## config.mk

```make
export PLATFORM = sky130hd
export DESIGN_NAME = win_page_xlate
export DESIGN_NICKNAME = d
export VERILOG_FILES = /design/src/rtl/xlate_pkg.sv /design/src/rtl/xlate_ctrl.sv /design/src/rtl/xlate_bank_dp.sv /design/src/rtl/win_page_xlate.sv
export SDC_FILE = /design/constraint.sdc
export NUM_CORES = 1
export LEC_CHECK = 0
export BUFFER_PORTS_ARGS = -buffer_cell sky130_fd_sc_hd__buf_4
export CAP_MARGIN = 20
export CORE_MARGIN = 5
export CORE_UTILIZATION = 54
export DETAILED_ROUTE_END_ITERATION = 10
export GPL_ROUTABILITY_DRIVEN = 1
export GPL_TIMING_DRIVEN = 0
export PLACE_DENSITY = 0.82
export SYNTH_ARGS = -nofsm -noshare
export SYNTH_HDL_FRONTEND = slang
export SYNTH_SLANG_ARGS = --single-unit
```

## constraint.sdc

```tcl
create_clock -name clk -period 2.5 [get_ports clk]
set_input_delay 0.25 -clock clk [delete_from_list [all_inputs] [get_ports clk]]
set_output_delay 0.25 -clock clk [all_outputs]
set_load 0.02 [all_outputs]
```

## src/rtl/xlate_pkg.sv

```systemverilog
package xlate_pkg;
  typedef enum logic [1:0] {
    RG_FIXED  = 2'd0,
    RG_EXTRAM = 2'd1,
    RG_VIDEO  = 2'd2,
    RG_OPEN   = 2'd3
  } region_e;

  // strobes from control to datapath; at most one set per access
  typedef struct packed {
    logic winHit;
    logic extHit;
    logic videoHit;
    logic openHit;
    logic remapHit;
  } xl_strobe_t;
endpackage

```

## src/rtl/xlate_ctrl.sv

```systemverilog
module xlate_ctrl
  import xlate_pkg::*;
#(
  parameter int BANK_W    = 8,
  parameter int EXT_PAGES = 12
) (
  input  logic              clk,
  input  logic              rstN,
  input  logic [15:0]       cpuAddr,
  input  logic              winEn,
  input  logic              pageEn,
  input  logic [BANK_W-1:0] curBank,
  output xl_strobe_t        strb,
  output region_e           region
);
  localparam int PG_W = BANK_W - 4;
  localparam logic [PG_W:0] PAGE_LIM = (PG_W+1)'(EXT_PAGES);

  logic            winZone;
  logic            highZone;
  logic [PG_W-1:0] pageNum;

  assign winZone  = (cpuAddr[15:10] == 6'b011111);
  assign highZone = (cpuAddr[15:10] == 6'b111111);
  assign pageNum  = curBank[BANK_W-1:4];

  always_comb begin
    strb   = '0;
    region = RG_FIXED;
    if (winEn && winZone) begin
      strb.winHit = 1'b1;
      region      = RG_EXTRAM;
    end else if (pageEn && !highZone) begin
      if (pageNum == PG_W'(3)) begin
        // fold back into the standard map; 0xF keeps the CPU address
        strb.remapHit = (curBank[3:0] != 4'hF);
      end else if (pageNum == PG_W'(1)) begin
        strb.videoHit = 1'b1;
        region        = RG_VIDEO;
      end else if ({1'b0, pageNum} >= PAGE_LIM) begin
        strb.openHit = 1'b1;
        region       = RG_OPEN;
      end else begin
        strb.extHit = 1'b1;
        region      = RG_EXTRAM;
      end
    end
  end

  AST_STROBE_ONEHOT: assert property (@(posedge clk) disable iff (!rstN)
    $onehot0(strb));

  AST_WIN_BEATS_PAGE: assert property (@(posedge clk) disable iff (!rstN)
    (winEn && winZone) |-> !strb.extHit && !strb.videoHit && !strb.openHit && !strb.remapHit);
endmodule

```

## src/rtl/xlate_bank_dp.sv

```systemverilog
module xlate_bank_dp
  import xlate_pkg::*;
#(
  parameter int BANK_W = 8,
  parameter int SLOTS  = 16
) (
  input  logic                 clk,
  input  logic                 rstN,
  input  logic [15:0]          cpuAddr,
  input  logic [7:0]           winOffset,
  input  logic                 bankWe,
  input  logic [3:0]           bankSel,
  input  logic [BANK_W-1:0]    bankWdata,
  input  xl_strobe_t           strb,
  output logic [BANK_W-1:0]    curBank,
  output logic [BANK_W+11:0]   realAddr
);
  localparam int REAL_W = BANK_W + 12;
  localparam int IDENT  = 8'h30;

  logic [BANK_W-1:0] bankReg [SLOTS];
  logic [15:0]       winSum;
  logic [11:0]       pageOff;

  for (genvar i = 0; i < SLOTS; i++) begin : g_bank
    always_ff @(posedge clk or negedge rstN) begin
      if (!rstN)
        bankReg[i] <= BANK_W'(IDENT + i);
      else if (bankWe && (bankSel == 4'(i)))
        bankReg[i] <= bankWdata;
    end
  end

  assign curBank = bankReg[cpuAddr[15:12]];
  assign pageOff = cpuAddr[11:0];
  assign winSum  = {winOffset, 8'h00} + cpuAddr;

  always_comb begin
    if (strb.winHit)
      realAddr = REAL_W'(winSum);
    else if (strb.extHit)
      realAddr = {curBank, pageOff};
    else if (strb.videoHit || strb.remapHit)
      realAddr = REAL_W'({curBank[3:0], pageOff});
    else if (strb.openHit)
      realAddr = '0;
    else
      realAddr = REAL_W'(cpuAddr);
  end

  AST_BANK_WRITE: assert property (@(posedge clk) disable iff (!rstN)
    bankWe |=> (bankReg[$past(bankSel)] == $past(bankWdata)));

  AST_WIN_LOW_PAGE: assert property (@(posedge clk) disable iff (!rstN)
    strb.winHit |-> (realAddr[REAL_W-1:16] == '0));
endmodule

```

## src/rtl/win_page_xlate.sv

```systemverilog
module win_page_xlate
  import xlate_pkg::*;
#(
  parameter int BANK_W    = 8,
  parameter int EXT_PAGES = 12
) (
  input  logic                 clk,
  input  logic                 rstN,
  input  logic [15:0]          cpuAddr,
  input  logic                 winEn,
  input  logic [7:0]           winOffset,
  input  logic                 pageEn,
  input  logic                 bankWe,
  input  logic [3:0]           bankSel,
  input  logic [BANK_W-1:0]    bankWdata,
  output logic [1:0]           region,
  output logic [BANK_W+11:0]   realAddr,
  output logic                 fixedReq
);
  localparam int SLOTS = 16;

  xl_strobe_t        strb;
  region_e           regionE;
  logic [BANK_W-1:0] curBank;

  initial begin
    if (EXT_PAGES < 1 || EXT_PAGES > 12) $error("EXT_PAGES out of range");
  end

  xlate_ctrl #(.BANK_W(BANK_W), .EXT_PAGES(EXT_PAGES)) u_ctrl (
    .clk(clk), .rstN(rstN), .cpuAddr(cpuAddr), .winEn(winEn),
    .pageEn(pageEn), .curBank(curBank), .strb(strb), .region(regionE)
  );

  xlate_bank_dp #(.BANK_W(BANK_W), .SLOTS(SLOTS)) u_dp (
    .clk(clk), .rstN(rstN), .cpuAddr(cpuAddr), .winOffset(winOffset),
    .bankWe(bankWe), .bankSel(bankSel), .bankWdata(bankWdata),
    .strb(strb), .curBank(curBank), .realAddr(realAddr)
  );

  assign region   = regionE;
  assign fixedReq = (regionE == RG_FIXED);

  AST_HIGH_UNPAGED: assert property (@(posedge clk) disable iff (!rstN)
    (!winEn && cpuAddr >= 16'hFC00) |-> (fixedReq && realAddr == (BANK_W+12)'(cpuAddr)));

  AST_PAGING_OFF: assert property (@(posedge clk) disable iff (!rstN)
    (!pageEn && !winEn) |-> (fixedReq && realAddr == (BANK_W+12)'(cpuAddr)));

  AST_OPEN_ZERO: assert property (@(posedge clk) disable iff (!rstN)
    (region == 2'd3) |-> (realAddr == '0 && pageEn));
endmodule

```

==> impl_metrics.env <==
export IMPL_cp_arrival_ps=2760
export IMPL_p_int_mw=5.343
export IMPL_drive_gt1_share_pct=63.19
export IMPL_drt_initial_drc_count=314
export IMPL_wl_per_cell_microns=23.18
export IMPL_drt_wl_total_mm=16.50
export IMPL_crit_cells=7
export IMPL_largest_reg_flops=128
export IMPL_synth_fp_nets=509
export IMPL_violations="setup timing"
export IMPL_grt_pass1_vias=4725
export IMPL_reg2reg_from="u_dp.bankReg[71]"
export IMPL_place_gp_congestion=0.9344
export IMPL_dieWidth_microns=119.9
export IMPL_cts_tree="built"
export IMPL_cpPeakStageDelay_ps=570
export IMPL_rows=40
export IMPL_area_growth_pct=23.34
export IMPL_vias=4417
export IMPL_place_area_sq_um=7228
export IMPL_crit_type="flip-flop to output pin"
export IMPL_worstPathRequired_ps=2250
export IMPL_clk_latency_ps=410
export IMPL_clkTransAtPathRegs_ps=60
export IMPL_antenna_cells=0
export IMPL_cts_root_buf="clkbuf_16"
export IMPL_cap_violations=0
export IMPL_drc=0
export IMPL_grt_overflow=0
export IMPL_tightest_slew_ps=1164
export IMPL_async_flop_share_pct=100.0
export IMPL_cp_slowest_cell="or4_4"
export IMPL_synth_seq_cells=128
export IMPL_die_area_sq_um=14370
export IMPL_min_period_ps=3011
export IMPL_cts_sinks=128
export IMPL_synth_top_area_share_pct=25.80
export IMPL_timing_rr_end="u_dp.bankReg[71]"
export IMPL_reg2reg_setup_slack_ps=1600
export IMPL_cts_made_buffers=17
export IMPL_worst_slack_ps=-511.4
export IMPL_antenna_found_initial=0
export IMPL_hold_path_class="input port to flip-flop"
export IMPL_core_sq_um=11910
export IMPL_worstPathCellList="mux4_2 -> nand2_2 -> nand4_4 -> or4_4 -> o21ai_4 -> mux2_4 -> buf_6"
export IMPL_ff2ff_path_depth=2
export IMPL_path_delay_family="multiplexers"
export IMPL_power_switching_mw=1.710
export IMPL_cellLeakagePower_nw=3.395
export IMPL_outcome="finished with violations"
export IMPL_sw_frac_of_total_pct=24.25
export IMPL_cp_num_buf_inv=1
export IMPL_yosysSeqAreaShare_pct=50.36
export IMPL_hold_viol_final=0
export IMPL_dr_pass1_iters=5
export IMPL_dpl_hpwl_mm=10.74
export IMPL_cp_endpoint="realAddr[13]"
export IMPL_maxSlewHeadroom_pct=22.12
export IMPL_synthFlopType="dfstp_2"
export IMPL_synthCells=460
export IMPL_htree_levels=4
export IMPL_portBuffers=62
export IMPL_p_per_area_nw_per_um2=877.2
export IMPL_tns_ps=-2795
export IMPL_critPathMaxFanout=7
export IMPL_skew_ps=0
export IMPL_top_regs="u_dp.bankReg: 128 flops"
export IMPL_setup_viol=9
export IMPL_pin_count=64
export IMPL_grt_pass1_wl_mm=25.94
export IMPL_max_freq_mhz=332.1
export IMPL_fill_cells=793
export IMPL_seqPwrFrac_pct=42.4
export IMPL_ant_nets=0
export IMPL_synth_cell_types=42
export IMPL_endpoint_kind="output pin"
export IMPL_pwr_share_comb_pct=20.8
export IMPL_clockBufferDepth=2
export IMPL_slew_viol_final=0
export IMPL_cp_startpoint="u_dp.bankReg[14]"
export IMPL_avgSynthCellArea_sq_um=14.17
export IMPL_yosys_area_top_type="dfstp_2"
export IMPL_synth_area_leaders="dfstp_2 26%, dfrtp_1 25%, mux2_2 22%, mux4_2 10%, nand2_1 1.4%"
export IMPL_worst_setup_path_start_kind="flip-flop"
export IMPL_whs_ps=127.2
export IMPL_largest_register="u_dp.bankReg"
export IMPL_via_per_inst=6.204
export IMPL_syn_cell_area_sq_um=6519
export IMPL_synth_edf_count=0
export IMPL_grt_total_usage_pct=23.84
export IMPL_worstHoldPathCells=2
export IMPL_max_vdd_ir_drop_mv=0.5183
export IMPL_clock_power_share_pct=36.9
export IMPL_min_period_over_period_pct=120.5
export IMPL_fin_nets=601
export IMPL_die_y_microns=119.9
export IMPL_rsz0062_at_grt="yes"
export IMPL_ys_warn_count=0
export IMPL_grt_max_degree=90
export IMPL_initial_utilization_pct=54.73
export IMPL_finish_instance_area_sq_um=8040
-- worst register-to-register path: stages, from the launching register on --
cell	delay [ps]
dfrtp_1	400
buf_4	140
mux2_2	250
-- area by class of cell --
cell class / count / area [sq um] / area share (%)
flip-flops and latches: 128 / 3283 / 40.83
multi-input cells: 300 / 3152 / 39.20
repair buffers: 74 / 593.1 / 7.376
clock buffers: 28 / 536.8 / 6.676
well taps: 147 / 183.9 / 2.288
plain buffers: 27 / 181.4 / 2.256
clock inverters: 4 / 95.09 / 1.183
inverters: 4 / 15.01 / 0.1867
-- synthesized netlist by cell type, types with 3 or more instances --
cell type and instances:
a21o_1 4, a21oi_1 6, a22oi_1 9, and2_1 9
buf_2 6, clkbuf_1 18, dfrtp_1 64, dfstp_2 64
ha_1 7, inv_1 4, mux2_2 128, mux4_1 3
mux4_2 29, nand2_1 25, nand2b_1 9, nand3_1 3
nand3b_1 4, nand4_1 3, nor2_1 18, nor2b_1 4
o21ai_0 6, o22ai_1 3, or3_1 3, xnor2_1 4
xor2_1 3
-- timing repair --
action                                 CTS  global route
hold buffers                             1             0
gates resized for setup                 21            14
buffers inserted                         7             2
endpoints found under the hold margin   32             0
pin swaps                                8             4
setup endpoints to repair               17            21
-- kinds of logic after synthesis --
logic type                 share of synthesized area, %
and+or+nand+nor                                   7.178
buffers and inverters                             2.437
DFF                                               50.36
AOI/OAI and AO/OA                                 3.858
xor gates and xnor gates                         0.9405
muxes                                             33.57
adders and majority gates                         1.651
-- through the flow --
step,utilization [%],power (mW),worst slack [ps],instances
after global routing,67.50,7.320,-572.1,712
after detailed placement,60.68,4.360,-765.7,670
after CTS,66.93,7.032,-511.6,709
final,67.50,7.053,-511.4,712
after global placement,60.42,4.231,-700.7,669
after floorplan,-,3.905,-33.69,460
-- layer usage --
| layer | part of all wire [%] | global-route usage, % | vias to the layer above |
|---|---|---|---|
| met5 | 0 | 0 | - |
| met4 | 3.4 | 11.17 | 0 |
| met3 | 7.7 | 5.419 | 40 |
| met2 | 49 | 38.84 | 201 |
| met1 | 40 | 30.40 | 2284 |
| li1 | - | - | 1892 |
-- cells in the final DEF (no fill, tap or decap), types with 9 or more instances in the layout --
cell,count
mux2_2,128
buf_4,69
dfstp_2,64
dfrtp_1,64
mux4_2,29
clkbuf_1,18
nand2_1,17
clkbuf_16,17
nor2_1,15
nand2b_1,9
-- how the worst min path moves through the flow --
stage	from	endpoint
after global placement	u_dp.bankReg[119]	u_dp.bankReg[119]
after CTS	bankWdata[7]	u_dp.bankReg[39]
after detailed placement	rstN	u_dp.bankReg[15]
after floorplan	rstN	u_dp.bankReg[102]
after global routing	bankWdata[7]	u_dp.bankReg[39]
final	bankWdata[7]	u_dp.bankReg[39]
-- power groups by stage --
stage | Clock (mW) | Combinational (mW) | Sequential [mW]
finish | 2.60 | 1.46 | 2.99
detailed placement | 0 | 1.36 | 3.00
floorplan | 0 | 1.01 | 2.90
global route | 2.70 | 1.58 | 3.04
CTS | 2.62 | 1.43 | 2.98
global placement | 0 | 1.29 | 2.94
No activity file was read; power rests on OpenSTA's default activity.
